`config.mk`:
```
export PLATFORM = sky130hd
export DESIGN_NAME = spi_menu_seq
export DESIGN_NICKNAME = d
export VERILOG_FILES = /design/src/rtl/spiseq_pkg.sv /design/src/rtl/spiseq_dp.sv /design/src/rtl/spiseq_ctl.sv /design/src/rtl/spi_menu_seq.sv
export SDC_FILE = /design/constraint.sdc
export NUM_CORES = 2
export LEC_CHECK = 0
export BUFFER_PORTS_ARGS = -buffer_cell sky130_fd_sc_hd__buf_2
export CAP_MARGIN = 20
export CELL_PAD_IN_SITES_DETAIL_PLACEMENT = 1
export CELL_PAD_IN_SITES_GLOBAL_PLACEMENT = 2
export CORE_ASPECT_RATIO = 2
export CORE_MARGIN = 3
export CORE_UTILIZATION = 36
export CTS_CLUSTER_SIZE = 30
export DETAILED_ROUTE_END_ITERATION = 8
export PLACE_DENSITY_LB_ADDON = 0.1
export SYNTH_ARGS = -nofsm -noshare
export SYNTH_HDL_FRONTEND = slang
export SYNTH_HIERARCHICAL = 1
export SYNTH_SLANG_ARGS = --single-unit
```
`constraint.sdc`:
```
create_clock -name clk -period 4.8 [get_ports clk]
set_clock_uncertainty 0.05 [all_clocks]
set_input_delay 0.72 -clock clk [delete_from_list [all_inputs] [get_ports clk]]
set_output_delay 0.72 -clock clk [all_outputs]
set_load 0.05 [all_outputs]
```
`src/rtl/spiseq_pkg.sv`:
```
package spiseq_pkg;
  localparam int BUF_BYTES = 64;
  localparam int BUF_WORDS = BUF_BYTES / 4;
  localparam int BUF_AW    = $clog2(BUF_BYTES);
  localparam int REG_AW    = $clog2(BUF_WORDS) + 1;
  localparam int MENU_N    = 8;
  localparam int MENU_AW   = $clog2(MENU_N);

  localparam logic [REG_AW-1:0] A_STATUS = 0;
  localparam logic [REG_AW-1:0] A_CTRL   = 1;
  localparam logic [REG_AW-1:0] A_ADDR   = 2;
  localparam logic [REG_AW-1:0] A_PREFIX = 3;
  localparam logic [REG_AW-1:0] A_TYPES  = 4;
  localparam logic [REG_AW-1:0] A_MENULO = 5;
  localparam logic [REG_AW-1:0] A_MENUHI = 6;

  typedef enum logic [2:0] {
    SRC_PREFIX, SRC_OPCODE, SRC_ADDR, SRC_BUF, SRC_ZERO
  } byteSrc_e;

  typedef struct packed {
    logic              shiftGo;
    byteSrc_e          src;
    logic [1:0]        addrByte;
    logic [BUF_AW-1:0] bufIdx;
    logic [MENU_AW-1:0] menuIdx;
    logic              rxStore;
  } seqCmd_t;
endpackage

```
`src/rtl/spiseq_dp.sv`:
```
module spiseq_dp
  import spiseq_pkg::*;
(
  input  logic                clk,
  input  logic                rstN,
  input  logic                regWe,
  input  logic [REG_AW-1:0]   regAddr,
  input  logic [31:0]         regWdata,
  output logic [31:0]         regRdata,
  input  logic                busy,
  input  logic                doneFlag,
  input  logic                errFlag,
  input  seqCmd_t             cmd,
  input  logic                spiMiso,
  output logic                spiMosi,
  output logic                spiSclk,
  output logic                byteDone,
  output logic [2*MENU_N-1:0] typeBits
);
  logic [MENU_N-1:0][7:0]    menuReg;
  logic [2*MENU_N-1:0]       typeReg;
  logic [7:0]                prefixReg;
  logic [31:0]               addrReg;
  logic                      lockReg;
  logic [BUF_BYTES-1:0][7:0] bufMem;
  logic [7:0] txByte, shReg, rxSh, rxByte;
  logic [2:0] bitCnt;
  logic       active, phase, sclkR;

  assign typeBits = typeReg;

  // register file and buffer
  always_ff @(posedge clk or negedge rstN) begin
    if (!rstN) begin
      menuReg   <= '0;
      typeReg   <= '0;
      prefixReg <= '0;
      addrReg   <= '0;
      lockReg   <= 1'b0;
      bufMem    <= '0;
    end else begin
      if (regWe) begin
        if (regAddr == A_STATUS && regWdata[15]) lockReg <= 1'b1;
        if (regAddr == A_ADDR) addrReg <= regWdata;
        if (!lockReg) begin
          if (regAddr == A_TYPES)  typeReg   <= regWdata[2*MENU_N-1:0];
          if (regAddr == A_PREFIX) prefixReg <= regWdata[7:0];
          for (int i = 0; i < 4; i++) begin
            if (regAddr == A_MENULO) menuReg[i]   <= regWdata[8*i +: 8];
            if (regAddr == A_MENUHI) menuReg[i+4] <= regWdata[8*i +: 8];
          end
        end
      end
      for (int i = 0; i < BUF_BYTES; i++) begin
        if (cmd.rxStore && cmd.bufIdx == BUF_AW'(i))
          bufMem[i] <= rxByte;
        else if (regWe && regAddr[REG_AW-1] && regAddr[REG_AW-2:0] == (REG_AW-1)'(i / 4))
          bufMem[i] <= regWdata[(i % 4)*8 +: 8];
      end
    end
  end

  always_comb begin
    regRdata = '0;
    if (regAddr[REG_AW-1]) begin
      for (int b = 0; b < 4; b++)
        regRdata[8*b +: 8] = bufMem[{regAddr[REG_AW-2:0], 2'(b)}];
    end else begin
      unique case (regAddr)
        A_STATUS: regRdata = {16'd0, lockReg, 11'd0, errFlag, doneFlag, 1'b0, busy};
        A_ADDR:   regRdata = addrReg;
        A_PREFIX: regRdata = {24'd0, prefixReg};
        A_TYPES:  regRdata = {16'd0, typeReg};
        A_MENULO: regRdata = {menuReg[3], menuReg[2], menuReg[1], menuReg[0]};
        A_MENUHI: regRdata = {menuReg[7], menuReg[6], menuReg[5], menuReg[4]};
        default:  regRdata = '0;
      endcase
    end
  end

  // byte source selection
  always_comb begin
    unique case (cmd.src)
      SRC_PREFIX: txByte = prefixReg;
      SRC_OPCODE: txByte = menuReg[cmd.menuIdx];
      SRC_ADDR:   txByte = (cmd.addrByte == 2'd0) ? addrReg[23:16] :
                           (cmd.addrByte == 2'd1) ? addrReg[15:8] : addrReg[7:0];
      SRC_BUF:    txByte = bufMem[cmd.bufIdx];
      default:    txByte = 8'h00;
    endcase
  end

  // serial shifter: mode 0, MSB first, two clocks per bit
  always_ff @(posedge clk or negedge rstN) begin
    if (!rstN) begin
      shReg <= '0; rxSh <= '0; rxByte <= '0; bitCnt <= '0;
      active <= 1'b0; phase <= 1'b0; sclkR <= 1'b0; byteDone <= 1'b0;
    end else begin
      byteDone <= 1'b0;
      if (!active) begin
        if (cmd.shiftGo) begin
          shReg <= txByte; active <= 1'b1; phase <= 1'b0; bitCnt <= '0;
        end
      end else if (!phase) begin
        sclkR <= 1'b1; phase <= 1'b1;
      end else begin
        sclkR  <= 1'b0; phase <= 1'b0;
        shReg  <= {shReg[6:0], 1'b0};
        rxSh   <= {rxSh[6:0], spiMiso};
        bitCnt <= bitCnt + 3'd1;
        if (bitCnt == 3'd7) begin
          active   <= 1'b0;
          byteDone <= 1'b1;
          rxByte   <= {rxSh[6:0], spiMiso};
        end
      end
    end
  end

  assign spiSclk = sclkR;
  assign spiMosi = active & shReg[7];

  p_sclk_one_cycle_r12: assert property (@(posedge clk) disable iff (!rstN)
    spiSclk |=> !spiSclk);
  p_lock_types_r11: assert property (@(posedge clk) disable iff (!rstN)
    (lockReg && regWe && regAddr == A_TYPES) |=> $stable(typeReg));
  p_lock_prefix_r11: assert property (@(posedge clk) disable iff (!rstN)
    (lockReg && regWe && regAddr == A_PREFIX) |=> $stable(prefixReg));
endmodule

```
`src/rtl/spiseq_ctl.sv`:
```
module spiseq_ctl
  import spiseq_pkg::*;
#(
  parameter int GAP_CYCLES = 2
)(
  input  logic                clk,
  input  logic                rstN,
  input  logic                goWr,
  input  logic                statWr,
  input  logic [31:0]         wdata,
  input  logic [2*MENU_N-1:0] typeBits,
  input  logic                byteDone,
  output seqCmd_t             cmd,
  output logic                csN,
  output logic                busOwned,
  output logic                busy,
  output logic                doneFlag,
  output logic                errFlag
);
  localparam int GAP_W = $clog2(GAP_CYCLES + 1);

  typedef enum logic [2:0] {S_IDLE, S_PRE, S_GAP, S_OPC, S_ADR, S_DAT, S_END} state_e;
  state_e state;

  logic [MENU_AW-1:0] idxLat;
  logic [BUF_AW-1:0]  cntLat, byteCnt;
  logic [GAP_W-1:0]   gapCnt;
  logic withAddr, isWrite, dataEn, launched;
  logic goReq, conflict, byteState;
  logic [1:0] selType;

  assign goReq     = goWr && wdata[1];
  assign selType   = typeBits[{wdata[6:4], 1'b0} +: 2];
  assign conflict  = !selType[0] && !wdata[14];
  assign busy      = (state != S_IDLE);
  assign busOwned  = busy;
  assign byteState = (state == S_PRE) || (state == S_OPC) || (state == S_ADR) || (state == S_DAT);
  assign csN       = !byteState;

  always_comb begin
    cmd          = '0;
    cmd.shiftGo  = byteState && !launched;
    cmd.menuIdx  = idxLat;
    cmd.addrByte = byteCnt[1:0];
    cmd.bufIdx   = byteCnt;
    cmd.rxStore  = (state == S_DAT) && !isWrite && byteDone;
    unique case (state)
      S_PRE:   cmd.src = SRC_PREFIX;
      S_ADR:   cmd.src = SRC_ADDR;
      S_DAT:   cmd.src = isWrite ? SRC_BUF : SRC_ZERO;
      default: cmd.src = SRC_OPCODE;
    endcase
  end

  always_ff @(posedge clk or negedge rstN) begin
    if (!rstN) begin
      state <= S_IDLE; idxLat <= '0; cntLat <= '0; byteCnt <= '0; gapCnt <= '0;
      withAddr <= 1'b0; isWrite <= 1'b0; dataEn <= 1'b0; launched <= 1'b0;
      doneFlag <= 1'b0; errFlag <= 1'b0;
    end else begin
      if (byteDone)         launched <= 1'b0;
      else if (cmd.shiftGo) launched <= 1'b1;
      if (statWr) begin
        if (wdata[2]) doneFlag <= 1'b0;
        if (wdata[3]) errFlag  <= 1'b0;
      end
      unique case (state)
        S_IDLE: if (goReq) begin
          if (conflict) errFlag <= 1'b1;
          else begin
            idxLat   <= wdata[6:4];
            cntLat   <= wdata[13:8];
            dataEn   <= wdata[14];
            withAddr <= selType[1];
            isWrite  <= selType[0];
            byteCnt  <= '0;
            state    <= wdata[2] ? S_PRE : S_OPC;
          end
        end
        S_PRE: if (byteDone) begin state <= S_GAP; gapCnt <= '0; end
        S_GAP: begin
          gapCnt <= gapCnt + 1'b1;
          if (gapCnt == GAP_W'(GAP_CYCLES - 1)) state <= S_OPC;
        end
        S_OPC: if (byteDone) state <= withAddr ? S_ADR : (dataEn ? S_DAT : S_END);
        S_ADR: if (byteDone) begin
          if (byteCnt == BUF_AW'(2)) begin
            byteCnt <= '0;
            state   <= dataEn ? S_DAT : S_END;
          end else byteCnt <= byteCnt + 1'b1;
        end
        S_DAT: if (byteDone) begin
          if (byteCnt == cntLat) state <= S_END;
          else byteCnt <= byteCnt + 1'b1;
        end
        default: begin doneFlag <= 1'b1; state <= S_IDLE; end
      endcase
      if (goReq && busy) errFlag <= 1'b1;
    end
  end

  p_go_busy_err_r9: assert property (@(posedge clk) disable iff (!rstN)
    (goReq && busy) |=> errFlag);
  p_conflict_idle_r10: assert property (@(posedge clk) disable iff (!rstN)
    (goReq && !busy && conflict) |=> (!busy && errFlag));
  p_done_cs_high_r8: assert property (@(posedge clk) disable iff (!rstN)
    $rose(doneFlag) |-> csN);
  p_byte_in_frame_r12: assert property (@(posedge clk) disable iff (!rstN)
    byteDone |-> byteState);
endmodule

```
`src/rtl/spi_menu_seq.sv`:
```
module spi_menu_seq
  import spiseq_pkg::*;
#(
  parameter int GAP_CYCLES = 2
)(
  input  logic              clk,
  input  logic              rstN,
  input  logic              regWe,
  input  logic [REG_AW-1:0] regAddr,
  input  logic [31:0]       regWdata,
  output logic [31:0]       regRdata,
  output logic              spiCsN,
  output logic              spiSclk,
  output logic              spiMosi,
  input  logic              spiMiso,
  output logic              busOwned
);
  seqCmd_t             cmd;
  logic                byteDone, busy, doneFlag, errFlag;
  logic [2*MENU_N-1:0] typeBits;

  spiseq_ctl #(.GAP_CYCLES(GAP_CYCLES)) uCtl (
    .clk(clk), .rstN(rstN),
    .goWr(regWe && regAddr == A_CTRL),
    .statWr(regWe && regAddr == A_STATUS),
    .wdata(regWdata), .typeBits(typeBits), .byteDone(byteDone),
    .cmd(cmd), .csN(spiCsN), .busOwned(busOwned),
    .busy(busy), .doneFlag(doneFlag), .errFlag(errFlag)
  );

  spiseq_dp uDp (
    .clk(clk), .rstN(rstN), .regWe(regWe), .regAddr(regAddr),
    .regWdata(regWdata), .regRdata(regRdata),
    .busy(busy), .doneFlag(doneFlag), .errFlag(errFlag),
    .cmd(cmd), .spiMiso(spiMiso), .spiMosi(spiMosi), .spiSclk(spiSclk),
    .byteDone(byteDone), .typeBits(typeBits)
  );
endmodule

```
### After elaboration in Yosys (flattened, before gate mapping)

Cells that the tools add are included.
Widths: inputs -> output; s select.

| operators by class | value |
|---|---|
| add/subtract/negate cells | 3 |
| shift operators | 1 |
| mux-type cells | 196 |
| bitwise gates (word level) | 3 |
| order comparisons | 6 |
| reduce and logical (&&, ||, !) cells | 188 |
| equality and inequality tests | 109 |

Operators by type and width:

| operator | number |
|---|---|
| $mux 8 | 139 |
| $eq 6x6->1 const B | 32 |
| $pmux 32 s6 | 1 |
| $reduce_bool 2->1 | 67 |
| $bmux 8 s4 | 4 |
| $eq 6x5->1 const B | 16 |
| $logic_and 1x1->1 | 90 |
| $bmux 8 s6 | 1 |
| $eq 6x4->1 const B | 8 |
| $mux 3 | 14 |
| $mux 6 | 6 |
| $lt 6x7->1 const B | 5 |
| $eq 4x4->1 const B | 8 |
| $mux 32 | 1 |
| $pmux 8 s4 | 1 |
| $bmux 8 s3 | 1 |
| $eq 6x3->1 const B | 4 |
| $mux 1 | 21 |
| $pmux 3 s6 | 1 |
| $pmux 6 s3 | 1 |
| $reduce_and 3->1 | 6 |
| $eq 4x3->1 const B | 4 |
| $ne 2x1->1 const B | 8 |
| $shiftx 16x5->2 | 1 |
| other kinds (34) | 66 |

| storage, ports and cells | value |
|---|---|
| input port bits | 41 |
| word-level logic and storage cells | 601 |
| bits in registers | 689 |

### Depth between registers and ports, before layout

| logic depth | value |
|---|---|
| depth after elaboration | 7 |
| depth in mapped cells | 11 |
| gate-level depth less buffers | 8 |

### By module

Netlist, hierarchy kept.

Modules (own cells, without submodules):

| module | sequential area each (µm²) | cells an instance | area each (µm²) | times used |
|---|---|---|---|---|
| spiseq_dp | 16,590.9 | 3,610 | 40,005.9 | 1 |
| spiseq_ctl | 650.6 | 163 | 1,596.5 | 1 |
| spi_menu_seq | 0.0 | 3 | 27.5 | 1 |

### Least setup slack after synthesis

OpenSTA, ideal clock, no wires.

| timing | value |
|---|---|
| kind | input port to output port |
| start point | input port regAddr[0] |
| end point | output port regRdata[10] |
| data arrival time | 2.561 ns |
| stages | 7 |
| data required time | 4.030 ns |
| slack | 1.469 ns |
| path through | buf_6 > buf_8 > buf_4 > mux4_2 > mux4_2 > nand2_1 > nand3_1 |

| between the ends | value |
|---|---|
| longest elaborated chain between the ends | 3 |

RTL lines:

| item | line | RTL |
|---|---|---|
| start: declaration | spi_menu_seq.sv:9 | `input logic [REG_AW-1:0] regAddr,` |
| $bmux 8 s4, or another cell as far along | spiseq_dp.sv:67 | `regRdata[8*b +: 8] = bufMem[{regAddr[REG_AW-2:0], 2'(b)}];` |
| $mux 8 (implied by the code) / $pmux 32 s6 (equally long branches) | spiseq_dp.sv:67, spiseq_dp.sv:69 |  |
| $mux 32 * | spiseq_dp.sv:65 | `if (regAddr[REG_AW-1]) begin` |
| end: declaration | spi_menu_seq.sv:11 | `output logic [31:0] regRdata,` |

Mark *: on every way between the ends. The rest lies on a longest branch, timed or not. The select of a mux whose other input is x is not followed.

### Worst setup path in the final report

| timing | value |
|---|---|
| start point | input port regAddr[0] |
| end point | output port regRdata[6] |

Same word-level chain as after synthesis.

==> impl_metrics.csv <==
group,metric,value,unit
clock_network,clock_tree.htree_level_count,3,
placed_design,dpl_worst_slack,594,ps
cells_and_area,mostFrequentLayoutCell,"sky130_fd_sc_hd__dfrtp_1",
logic_synthesis,asyncSetResetFlopFracSynth,100,%
pwr,vdd.ir_drop.worst,0.289,mV
clock_network,postCtsSetupRepairBufs,0,
timing,setup_violations,0,
logic_synthesis,synth_area_in_compound_gates,9.95,%
grt,grt_pass1_vias,35100,
critical_path,worst-setup-path-type,"input port to output port",
placed_design,placement.io_buffers,76,
floorplanning,initial_core_util,36.4,%
clock_network,cts_buffers,73,
logic_synthesis,synth_simple_gate_area_share,9.28,%
grt,grt_max_degree,126,
pwr,total_leakage_power,17.3,nW
critical_path,data_required_time_at_the_worst_endpoint,4030,ps
placed_design,gp_congestion,1.01,
logic_synthesis,synth_top_family_by_area,"multiplexers",
logic_synthesis,syn_area_per_cell,11.0,µm²
timing,report.final.hold_viol_count,0,
cells_and_area,ff_latch_area,17300,µm²
timing,setup_total_negative_slack,0,ps
pwr,post-layout-total-power,0.0216,W
outcome,run_status,"complete, no violations",
critical_path,critical_path.top_delay_family,"multiplexers",
clock_network,cts_repair_resize_count,0,
logic_synthesis,synth.mux.area_fraction,34.3,%
routing,routed_wirelength,211,mm
clock_network,cts_tree,"yes",
routing,dr_total_vias,33500,
run,maxCapViolCount,0,
logic_synthesis,synth-edff-count,0,
routing,detailedRoute.firstPassIterationCount,5,
critical_path,start_kind,"input port",
cells_and_area,flow.area_growth_from_synthesis,10.2,%
pwr,power_density,472,nW/µm²
timing,tightestPinTransition,1110,ps
critical_path,crit_slowest_cell,"sky130_fd_sc_hd__mux4_1",
logic_synthesis,postSynthCellCount,3776,
clock_network,cts.sinks,689,
critical_path,worstPathMaxFanout,26,
floorplanning,fp.dieW,246,µm
critical_path,critical_path_buf_inv_count,3,
placed_design,post-dp-hpwl,154,mm
clock_network,clkLatencyLatePin,700,ps
timing,final.period_utilization,88.4,%
clock_network,ctsLongestPathBuffers,3,
grt,antenna_found_initial,23,
logic_synthesis,synth_xor_area_share,0.147,%
critical_path,cp_slowest_stage_delay,790,ps
floorplanning,die_height,487,µm
floorplanning,fp-row-count,175,
timing,worst_slack,558,ps
cells_and_area,mostFrequentLayoutCells,"sky130_fd_sc_hd__dfrtp_1 (678), sky130_fd_sc_hd__mux2i_1 (575), sky130_fd_sc_hd__nand2_1 (490), sky130_fd_sc_hd__o21ai_0 (345), sky130_fd_sc_hd__mux4_2 (236)",
cells_and_area,final_cell_count_no_fill,5252,
timing,layout_min_cycle_time,4240,ps
routing,detail_route.drc_violations,0,
clock_network,cts.root.buffer_cell,"sky130_fd_sc_hd__clkbuf_16",
timing,rsz0062_at_grt,"false",
clock_network,cts_hold_repair.buffers,0,
routing,ant_nets,0,
logic_synthesis,ys_seq_area_share,41.4,%
routing,vias_per_cell,6.38,
logic_synthesis,yosysUniqueCellTypes,76,
floorplanning,dieArea,120000,µm²
grt,grt_overflow,0,
timing,slew_headroom,25.9,%
logic_synthesis,synth-adder-area-share,0.150,%
logic_synthesis,synth_warnings,6,
cells_and_area,num-fill-cells,12400,
routing,drt-initial-drc-count,2714,
clock_network,clk_pin_slew_worst_paths,60,ps
critical_path,timing.critical_path.cells,"buf_8 -> buf_4 -> mux4_1 -> mux4_2 -> nand2_1 -> nand3_1 -> buf_2",
logic_synthesis,synth_ff_type,"sky130_fd_sc_hd__dfrtp_1",
logic_synthesis,ys_ff_latch,689,
floorplanning,design.portCount,77,
timing,final-max-slew-violation-count,0,
min_path,timing.hold.worst.class,"input port to asynchronous set/reset pin",
cells_and_area,fraction_of_layout_cells_with_a_size_suffix_above_1,21.6,%
grt,wire_length_of_the_first_global_routing_pass,293,mm
critical_path,critical_path_arrival,3470,ps
cells_and_area,multi_input_comb_area,22500,µm²
logic_synthesis,syn-num-nets,3822,
floorplanning,core_area,114000,µm²
placed_design,placedCellCount,5105,
cells_and_area,final_nets,3723,
timing,fmax,236,MHz
grt,globalRouteTotalUtil,35.2,%
routing,wl_per_cell,40.2,µm
critical_path,crit_path_end_kind,"output port",
logic_synthesis,mappedNetlistArea,41600,µm²
-- metal layers --
layer  GRT usage (%)  wire length [µm]  part of all wire (%)
met5               0                61                 0.029
met3            6.74             12500                   5.9
met1            37.3             71800                    34
met4            29.4             21800                    10
met2            59.9            105000                    50
-- cell usage after synthesis, types with 39 or more instances --
library cell | instances | area [µm²]
sky130_fd_sc_hd__a21oi_1 | 181 | 906
sky130_fd_sc_hd__a22oi_1 | 63 | 473
sky130_fd_sc_hd__buf_2 | 138 | 691
sky130_fd_sc_hd__clkbuf_1 | 177 | 664
sky130_fd_sc_hd__dfrtp_1 | 689 | 17200
sky130_fd_sc_hd__mux2_2 | 173 | 1950
sky130_fd_sc_hd__mux2i_1 | 575 | 5760
sky130_fd_sc_hd__mux4_1 | 39 | 1020
sky130_fd_sc_hd__mux4_2 | 236 | 5320
sky130_fd_sc_hd__nand2_1 | 491 | 1840
sky130_fd_sc_hd__nand3_1 | 51 | 255
sky130_fd_sc_hd__nor2_1 | 235 | 882
sky130_fd_sc_hd__o21ai_0 | 346 | 1730
-- worst reg2reg max path: stages (launching register included) --
cell and delay (ps):
sky130_fd_sc_hd__dfrtp_4 920, sky130_fd_sc_hd__nor2b_2 1030, sky130_fd_sc_hd__buf_4 250, sky130_fd_sc_hd__a22o_1 150
sky130_fd_sc_hd__o31ai_1 140, sky130_fd_sc_hd__o21ai_0 790, sky130_fd_sc_hd__a31oi_1 180
-- final timing paths --
check                      cells past startpoint             from               to  slack [ps]
min in group clk                               2          spiMiso      uDp/rxSh[0]         270
min                                            1             rstN   uCtl/gapCnt[0]           3
max                                            7       regAddr[0]      regRdata[6]         560
max in group asynchronous                      2             rstN  uDp/bufMem[261]        3350
min reg2reg                                    1    uDp/rxByte[1]    uDp/rxByte[1]         460
max reg2reg                                    6  uCtl/byteCnt[1]     uDp/shReg[2]        1140
-- report_power, final --
group | internal [W] | switching [W]
sequential | 0.00697 | 0.00194
clock | 0.00350 | 0.00268
combinational | 0.00262 | 0.00393
total | 0.0131 | 0.00855
-- final cells by class --
cell class / instances / area share (%)
tap: 1504 / 4.10
clock inverter: 27 / 0.679
inverter: 11 / 0.0900
sequential: 689 / 37.6
multi-input combinational: 2687 / 49.1
antenna: 15 / 0.0819
clock buffer: 104 / 4.77
timing repair buffer: 215 / 3.57
-- sequential cells by signal, summed over array words and instances (netlist names), 3 cells and up --
signal         count
uCtl/byteCnt       6
uCtl/cntLat        6
uCtl/idxLat        3
uCtl/state         3
uDp/addrReg       32
uDp/bitCnt         3
uDp/bufMem       512
uDp/menuReg       64
uDp/prefixReg      8
uDp/rxByte         8
uDp/rxSh           7
uDp/shReg          8
uDp/typeBits      16
-- logic make-up (layout without fill, tap and decap cells) --
group	Yosys count	count (layout)
muxes	1043	1043
and+or+nand+nor	901	901
AOI/OAI and AO/OA	731	731
DFF	689	689
buffers and inverters	400	357
xor gates and xnor gates	7	7
adders and majority gates	5	5
other	0	15
-- per-stage QoR --
| step | hold WS [ps] | cell area, µm² | utilization, % |
|---|---|---|---|
| floorplan | 374 | 41600 | - |
| global placement | 440 | 43300 | 37.9 |
| detailed placement | 448 | 43300 | 37.9 |
| CTS | 15.1 | 45800 | 40.1 |
| global route | 35.6 | 45800 | 40.1 |
| finish | 3.40 | 45900 | 40.1 |
(Power assumes the default switching activity.)
